===== src/rtl/ohx_pkg.sv =====
package ohx_pkg;
  localparam int unsigned OHX_LANES      = 4;
  localparam int unsigned OHX_BYTE_W     = 8;
  localparam int unsigned OHX_MAX_BITS   = 2592;
  localparam int unsigned OHX_CNT_W      = $clog2(OHX_MAX_BITS);

  typedef enum logic [1:0] {
    OHX_OC3  = 2'd0,
    OHX_OC12 = 2'd1,
    OHX_OC48 = 2'd2,
    OHX_OC48X = 2'd3
  } ohx_mode_e;

  // lane bits per frame
  function automatic logic [OHX_CNT_W-1:0] ohx_frame_bits(ohx_mode_e m);
    case (m)
      OHX_OC3:  return OHX_CNT_W'(216);
      OHX_OC12: return OHX_CNT_W'(648);
      default:  return OHX_CNT_W'(2592);
    endcase
  endfunction

  // overhead columns per row
  function automatic logic [7:0] ohx_col_count(ohx_mode_e m);
    case (m)
      OHX_OC3:  return 8'd9;
      OHX_OC12: return 8'd36;
      default:  return 8'd144;
    endcase
  endfunction

  function automatic logic [2:0] ohx_stride(ohx_mode_e m);
    return (m == OHX_OC3) ? 3'd3 : 3'd4;
  endfunction
endpackage


===== src/rtl/ohx_frame_timer.sv =====
module ohx_frame_timer
  import ohx_pkg::*;
(
  input  logic      clk,
  input  logic      rst_n,
  input  logic      tick,
  input  logic      sof,
  input  ohx_mode_e mode,
  output logic      byte_load,
  output logic      frame_pulse
);
  localparam int unsigned CW = OHX_CNT_W;

  logic [CW-1:0] cnt_q, cnt_d;
  logic          pend_q, pend_d;
  logic          fp_q, fp_d;
  logic [CW-1:0] lim;

  assign lim = ohx_frame_bits(mode);

  always_comb begin
    cnt_d  = cnt_q;
    pend_d = pend_q;
    fp_d   = fp_q;
    if (tick) begin
      if (sof || pend_q || (cnt_q >= lim - 1'b1)) cnt_d = '0;
      else                                        cnt_d = cnt_q + 1'b1;
      pend_d = 1'b0;
      fp_d   = (cnt_d == '0);
    end else if (sof) begin
      pend_d = 1'b1;
    end
  end

  assign byte_load   = tick && (cnt_d[2:0] == 3'd0);
  assign frame_pulse = fp_q;

  always_ff @(posedge clk or negedge rst_n) begin
    if (!rst_n) begin
      cnt_q  <= '1;
      pend_q <= 1'b0;
      fp_q   <= 1'b0;
    end else begin
      cnt_q  <= cnt_d;
      pend_q <= pend_d;
      fp_q   <= fp_d;
    end
  end


  cnt_range_chk: assert property (@(posedge clk) disable iff (!rst_n)
    tick |=> (cnt_q < $past(lim)));

  fp_hold_chk: assert property (@(posedge clk) disable iff (!rst_n)
    !tick |=> $stable(frame_pulse));

  sof_restart_chk: assert property (@(posedge clk) disable iff (!rst_n)
    (tick && sof) |=> (frame_pulse && (cnt_q == '0)));
endmodule


===== src/rtl/ohx_lane.sv =====
module ohx_lane #(
  parameter int unsigned BW = 8
) (
  input  logic          clk,
  input  logic          rst_n,
  input  logic          tick,
  input  logic          load,
  input  logic          active,
  input  logic          wr_en,
  input  logic [BW-1:0] wr_byte,
  output logic          sdata,
  output logic          underrun
);
  logic [BW-1:0] buf_q [2];
  logic [BW-1:0] buf_d [2];
  logic          rd_q, rd_d, wr_q, wr_d;
  logic [1:0]    fill_q, fill_d;
  logic [BW-1:0] sh_q, sh_d;
  logic          und_q, und_d;
  logic          push, pop;
  logic [BW-1:0] head;

  assign push = wr_en && (fill_q != 2'd2);
  assign pop  = load && active && (fill_q != 2'd0);
  assign head = rd_q ? buf_q[1] : buf_q[0];

  always_comb begin
    buf_d  = buf_q;
    wr_d   = wr_q;
    rd_d   = rd_q;
    sh_d   = sh_q;
    und_d  = und_q;
    if (push) begin
      buf_d[wr_q] = wr_byte;
      wr_d        = ~wr_q;
    end
    if (pop) rd_d = ~rd_q;
    fill_d = fill_q + {1'b0, push} - {1'b0, pop};
    if (load) begin
      sh_d = pop ? head : '0;
      if (active && (fill_q == 2'd0)) und_d = 1'b1;
    end else if (tick) begin
      sh_d = {sh_q[BW-2:0], 1'b0};
    end
  end

  always_ff @(posedge clk or negedge rst_n) begin
    if (!rst_n) begin
      buf_q[0] <= '0;
      buf_q[1] <= '0;
      rd_q     <= 1'b0;
      wr_q     <= 1'b0;
      fill_q   <= 2'd0;
      sh_q     <= '0;
      und_q    <= 1'b0;
    end else begin
      buf_q  <= buf_d;
      rd_q   <= rd_d;
      wr_q   <= wr_d;
      fill_q <= fill_d;
      sh_q   <= sh_d;
      und_q  <= und_d;
    end
  end

  assign sdata    = active && sh_q[BW-1];
  assign underrun = und_q;


  fill_bound_chk: assert property (@(posedge clk) disable iff (!rst_n)
    fill_q <= 2'd2);

  und_sticky_chk: assert property (@(posedge clk) disable iff (!rst_n)
    und_q |=> und_q);

  und_set_chk: assert property (@(posedge clk) disable iff (!rst_n)
    (load && active && (fill_q == 2'd0)) |=> (und_q && (sh_q == '0)));
endmodule


===== src/rtl/ohx_serial_port.sv =====
module ohx_serial_port
  import ohx_pkg::*;
#(
  parameter int unsigned ROW_W = 4,
  parameter int unsigned COL_W = 8,
  parameter int unsigned ROWS  = 9
) (
  input  logic                  clk,
  input  logic                  rst_n,
  input  logic                  tick,
  input  logic [1:0]            mode,
  input  logic                  sof,
  input  logic                  oh_valid,
  input  logic [OHX_BYTE_W-1:0] oh_byte,
  input  logic [ROW_W-1:0]      oh_row,
  input  logic [COL_W-1:0]      oh_col,
  output logic [OHX_LANES-1:0]  lane_data,
  output logic [OHX_LANES-1:0]  lane_oe,
  output logic                  frame_pulse,
  output logic [OHX_LANES-1:0]  underrun
);
  localparam int unsigned SEL_W = $clog2(OHX_LANES);

  ohx_mode_e        md;
  logic             byte_load;
  logic             idx_ok;
  logic [COL_W-1:0] col_m1;
  logic [SEL_W-1:0] sel;

  assign md = ohx_mode_e'(mode);

  ohx_frame_timer u_timer (
    .clk        (clk),
    .rst_n      (rst_n),
    .tick       (tick),
    .sof        (sof),
    .mode       (md),
    .byte_load  (byte_load),
    .frame_pulse(frame_pulse)
  );

  always_comb begin
    col_m1 = oh_col - 1'b1;
    idx_ok = oh_valid && (oh_row < ROW_W'(ROWS)) && (oh_col != '0) &&
             (oh_col <= COL_W'(ohx_col_count(md)));
    if (md == OHX_OC3) sel = SEL_W'(col_m1 % COL_W'(3));
    else               sel = SEL_W'(col_m1 % COL_W'(OHX_LANES));
  end

  for (genvar g = 0; g < OHX_LANES; g++) begin : g_lane
    logic act;
    assign act        = (g < int'(ohx_stride(md)));
    assign lane_oe[g] = act;

    ohx_lane #(.BW(OHX_BYTE_W)) u_lane (
      .clk     (clk),
      .rst_n   (rst_n),
      .tick    (tick),
      .load    (byte_load),
      .active  (act),
      .wr_en   (idx_ok && (sel == SEL_W'(g))),
      .wr_byte (oh_byte),
      .sdata   (lane_data[g]),
      .underrun(underrun[g])
    );
  end


  idle_lane_chk: assert property (@(posedge clk) disable iff (!rst_n)
    (md == OHX_OC3) |-> (!lane_oe[3] && !lane_data[3]));
endmodule


===== config.mk =====
export PLATFORM = sky130hd
export DESIGN_NAME = ohx_serial_port
export DESIGN_NICKNAME = d
export VERILOG_FILES = /design/src/rtl/ohx_pkg.sv /design/src/rtl/ohx_frame_timer.sv /design/src/rtl/ohx_lane.sv /design/src/rtl/ohx_serial_port.sv
export SDC_FILE = /design/constraint.sdc
export NUM_CORES = 1
export LEC_CHECK = 0
export CAP_MARGIN = 20
export CORE_UTILIZATION = 25
export DETAILED_ROUTE_END_ITERATION = 7
export SYNTH_ARGS = -nofsm -noshare
export SYNTH_HDL_FRONTEND = slang
export SYNTH_SLANG_ARGS = --single-unit

===== constraint.sdc =====
create_clock -name clk -period 4.75 [get_ports clk]
set_input_delay 0.95 -clock clk [delete_from_list [all_inputs] [get_ports clk]]
set_output_delay 0.95 -clock clk [all_outputs]
set_load 0.05 [all_outputs]

==> results summary <==
The Yosys step of the flow raised 0 warnings. STA classifies the critical path endpoint as a flop. The sequential power share is 40.0%. The number of H-tree levels is 4.

The count of port buffers added during placement came out at 36. Once detailed placement completed, the half-perimeter wirelength came to roughly 12 mm. The average instance area after synthesis came out at approximately 11 um^2.

The number of stages on the worst hold path came out at 1. The number of nets with antenna violations after routing is 0. Broken down by cell family, the worst path's largest delay share belongs to compound AO/OA/AOI/OAI gates. Data on the critical path arrives at its endpoint at approximately 5300 ps. Derived from the worst setup path, the maximum achievable clock frequency is ~200 MHz. Synthesis inferred 130 register bits. Summed over all layers, the global routing overflow is 0. For this run, design rule violations remaining after detail routing come to 0.

The number of vias in the routed layout is roughly 5500. At the pin with the least slew margin, the transition time is just under 1000 ps. The final worst clock skew is 7.03 ps. The die height came out at between 150 and 200 um. The setup path with the least slack is of type input pin to flop. After the last flow step, the layout net total stands at 858. The deepest clock path buffer count came out at 2.

The count of antenna diodes in the layout came out at 0. For flop-to-flop paths, the worst setup slack is approximately 1000 ps. The maximum net fanout on the critical path is 8.

The largest net degree at the start of global routing came out at about 110. Of the available clock period, the critical path in the final layout requires 104%. The total routed wirelength came out at 17.4 mm.

In this design, the critical path's most frequently occurring cell is mux2_4. The number of CTS-inserted buffers is 17. The setup violation total in the final timing report is roughly 70.

At the end of routability-driven placement, the weighted congestion stood at ~0.85. The via count of the first global-routing pass is around 5700. Summing the sequential cell areas from Yosys gives 44.6% of the chip area. The most used flip-flop cell after synthesis is dfrtp_1. The average via count per standard cell is between 4 and 5.

The worst hold path terminates at g_lane[2].u_lane.underrun$_DFFE_PN0P_. The worst register-to-register path ends at g_lane[3].u_lane.fill_q[1]$_DFF_PN0_. The die outline area came out at 0.0300 mm^2.

The number of placed I/O pins is 40. The DRC marker count from the first detailed-route iteration is between 200 and 250. The combinational cell fraction of total power came out at roughly a third. The root buffer cell chosen for the clock tree is clkbuf_16. The tightest min-delay check is of the flop to flop type. The fraction of final layout cells with drive strength greater than 1 came out at roughly a third. The total track usage came out at between 10% and 20%.

Traced cell by cell, the critical path runs through buf_8 > inv_4 > ha_4 > or3b_4 > a22o_1 > a32o_2 > a2bb2oi_4 > buf_6 > a21o_1 > a311oi_2 > buf_4 > a221oi_4 > xnor2_1 > ha_2 > inv_2 > nand3_2 > a31oi_1 > mux2_4 > and2_4 > a211o_4 > nor4_4 > buf_12 > mux2_4. The clock transition at the register clock pins on the worst setup and hold paths after CTS is roughly 60 ps. Together, buffers and inverters on the worst path number 6. The flow ran to the end, but the final reports show violations. After routing, the total negative slack on setup checks comes to -8440 ps.

The synthesized instance count is 678. The number of standard-cell rows in the floorplan came out at between 60 and 70. The delay of the slowest cell on the worst path is approximately 420 ps.

The worst slack at placement came out at -1170 ps. Max-cap violations in this run came to 0. The clock insertion delay at the later pin of the skew report is about 420 ps. The smallest setup slack after layout came out at -199 ps.

At the worst endpoint, the required time is approximately 5000 ps. Setup repair after global routing could not meet its margin everywhere. The count of distinct cell types in the synthesized netlist is slightly below 70. The startpoint type of the worst setup path is an input pin. The clock share of power is 27.5%. The total leakage power came out at between 4 and 5 nW.

The critical-path cell with the highest stage delay is or3b_4. The share of flip-flops with an asynchronous set or reset is 100%. The final hold violation count is 0.

The number of max-slew violations in the final report came out at 0. The startpoint identified for the worst register-to-register timing path is u_timer.cnt_q[3]$_DFFE_PN1P_. The largest vdd supply drop came out at just over 0.3 mV. The internal cell power is 3.15 mW. The effective utilization at floorplan came out at between 20% and 30%. Counting cells, the worst reg-to-reg path comes to 17. The CTS tree is built. The area growth from synthesis to layout is 35.3%. The path length in cells of the critical path came out at 23. The area of the core came out at roughly 0.029 mm^2.

In this run the most critical hold path is launched from g_lane[2].u_lane.underrun$_DFFE_PN0P_. The headroom to the max-slew limit came out at 35.9%. The mapped netlist covers between 0.007 and 0.008 mm^2. The final critical path time including I/O delays and setup is 4950 ps. The die outline width came out at about 170 um. CTS saw 130 sinks. Dividing the detail-routed wire length by the instance count gives 14.5 um. The first global-routing pass estimated 29.3 mm of wire.

The power per standard cell area is 475 mW/mm^2. The switching share of power is roughly 33%. In this run, synthesis inferred 0 flip-flops with an integrated enable. The final reports fail on setup timing. The iteration count of the initial detailed-routing pass is 4.

The switching power total came out at between 1.5 and 2 mW. The initial antenna violation count is 0.
[how the worst max path moves through the flow]
stage | from | end | slack, ps
after global placement | oh_col[0] | g_lane[3].u_lane.buf_q[4]$_DFFE_PN0P_ | -1100
final | oh_col[1] | g_lane[0].u_lane.buf_q[11]$_DFFE_PN0P_ | -200
after floorplan | oh_col[1] | g_lane[1].u_lane.buf_q[7]$_DFFE_PN0P_ | -640
after CTS | oh_col[0] | g_lane[0].u_lane.buf_q[11]$_DFFE_PN0P_ | -160
after detailed placement | oh_col[0] | g_lane[0].u_lane.buf_q[10]$_DFFE_PN0P_ | -1170
after global routing | oh_col[1] | g_lane[0].u_lane.buf_q[11]$_DFFE_PN0P_ | -340
[final cells by class]
| class | count | area [um^2] |
|---|---|---|
| fillers | 2790 | 18900 |
| multi-input cells | 483 | 4210 |
| flip-flops and latches | 130 | 3270 |
| repair buffers | 139 | 1240 |
| well taps | 384 | 480 |
| clock buffers | 17 | 425 |
| clock inverters | 15 | 163 |
| inverters | 31 | 126 |
[cell families after synthesis]
logic type / share of synthesized area, %
mux: 14.8
buf+inv: 4.42
xor+xnor: 3.55
compound gates: 14.7
fa+ha+maj: 5.09
other cells: 0.0512
simple gates: 12.8
flops: 44.6
[sequential cells by signal, indices dropped and copies added, names as in the netlist]
signal	cells
u_timer.cnt_q	12
g_lane.u_lane.rd_q	4
g_lane.u_lane.fill_q	8
u_timer.frame_pulse	1
g_lane.u_lane.sh_q	32
g_lane.u_lane.buf_q	64
u_timer.pend_q	1
g_lane.u_lane.underrun	4
g_lane.u_lane.wr_q	4
[power groups by stage]
stage / Combinational, mW / Clock (mW) / Sequential (mW)
6_report: 1.53 / 1.30 / 1.88
5_1_grt: 1.68 / 1.38 / 1.95
4_1_cts: 1.48 / 1.32 / 1.88
3_5_place_dp: 1.40 / 0 / 1.90
3_3_place_gp: 1.37 / 0 / 1.89
2_1_floorplan: 1.13 / 0 / 1.75
[Yosys cell counts (5+ instances only)]
cell type | number | area, um^2
and3_1 | 10 | 62.6
a21o_1 | 17 | 128
xnor2_1 | 20 | 175
nor4_4 | 5 | 106
o21ai_0 | 57 | 285
xor2_1 | 6 | 52.6
clkbuf_1 | 12 | 45.0
mux2_1 | 5 | 56.3
nor2b_1 | 32 | 200
nor3_1 | 12 | 60.1
dfstp_2 | 12 | 315
o22ai_1 | 6 | 37.5
a21oi_1 | 36 | 180
nand3_1 | 6 | 30.0
mux2_2 | 62 | 698
dfrtp_1 | 118 | 2950
nor2_1 | 19 | 71.3
ha_1 | 29 | 363
mux2i_1 | 33 | 330
buf_4 | 13 | 97.6
inv_1 | 31 | 116
buf_2 | 10 | 50.1
nand2b_1 | 9 | 56.3
nand2_1 | 28 | 105
o31ai_1 | 5 | 37.5
[worst reg2reg max path, stage by stage, from the launching register on]
cell and delay (ps):
dfstp_2 600, ha_1 250, a31o_2 200, a21o_1 180, a21o_1 180, a21o_1 170
a21o_1 180, a21o_1 180, a21oi_1 180, o21ai_0 150, o21a_1 330, o211ai_1 150
inv_1 70, ha_1 280, inv_1 40, ha_1 200, xnor2_2 140, xnor2_1 130
[cells in the final DEF, fill, tap and decap left out, types with 4 or more instances in the layout]
cell             instances
a21o_1                  17
a21oi_1                 33
o21ai_0                 55
conb_1                   6
xnor2_2                  6
inv_6                    7
ha_1                    23
xnor2_1                 15
inv_1                   27
mux2i_1                 33
ha_4                     4
clkbuf_16               17
nand3_1                  5
nand2b_1                 9
dfrtp_1                118
mux2_1                   4
nor4_4                   6
o21ai_1                  5
buf_12                   4
nor3_2                   4
o31ai_1                  5
nor2_1                  18
buf_6                   14
nor2b_1                 31
nand2_1                 28
o22ai_1                  6
and3_1                   9
xor2_1                   6
mux2_2                  30
mux2_4                  33
dfstp_2                 12
clkdlybuf4s15_2          5
clkdlybuf4s50_1         27
inv_8                    4
nor3_1                   7
buf_4                   86
[timing repair]
action,CTS,global route
resized for setup,65,29
cloned,1,0
buffers inserted,9,5
pin swaps,28,25
setup endpoints to repair,76,76
hold buffers,0,0
[through the flow]
step                util, %  total power, mW  instance area, um^2  instances  hold WS [ps]
floorplan                 -             2.88                 7570        683           429
global placement       31.0             3.26                 8910       1155           440
detailed placement     31.0             3.30                 8910       1155           449
CTS                    33.9             4.69                 9750       1196           476
global route           34.5             5.01                 9920       1199           484
finish                 34.5             4.71                 9920       1199           471
[routing by layer]
metal  track usage (%)  share of wire (%)  up-vias
li1                  -                  -     2692
met1              15.6                 47     2736
met4              4.94                1.8        0
met3              1.97                2.9       27
met2              20.1                 49       71
met5                 0                  0        -
Power figures use the tool's default switching activity.
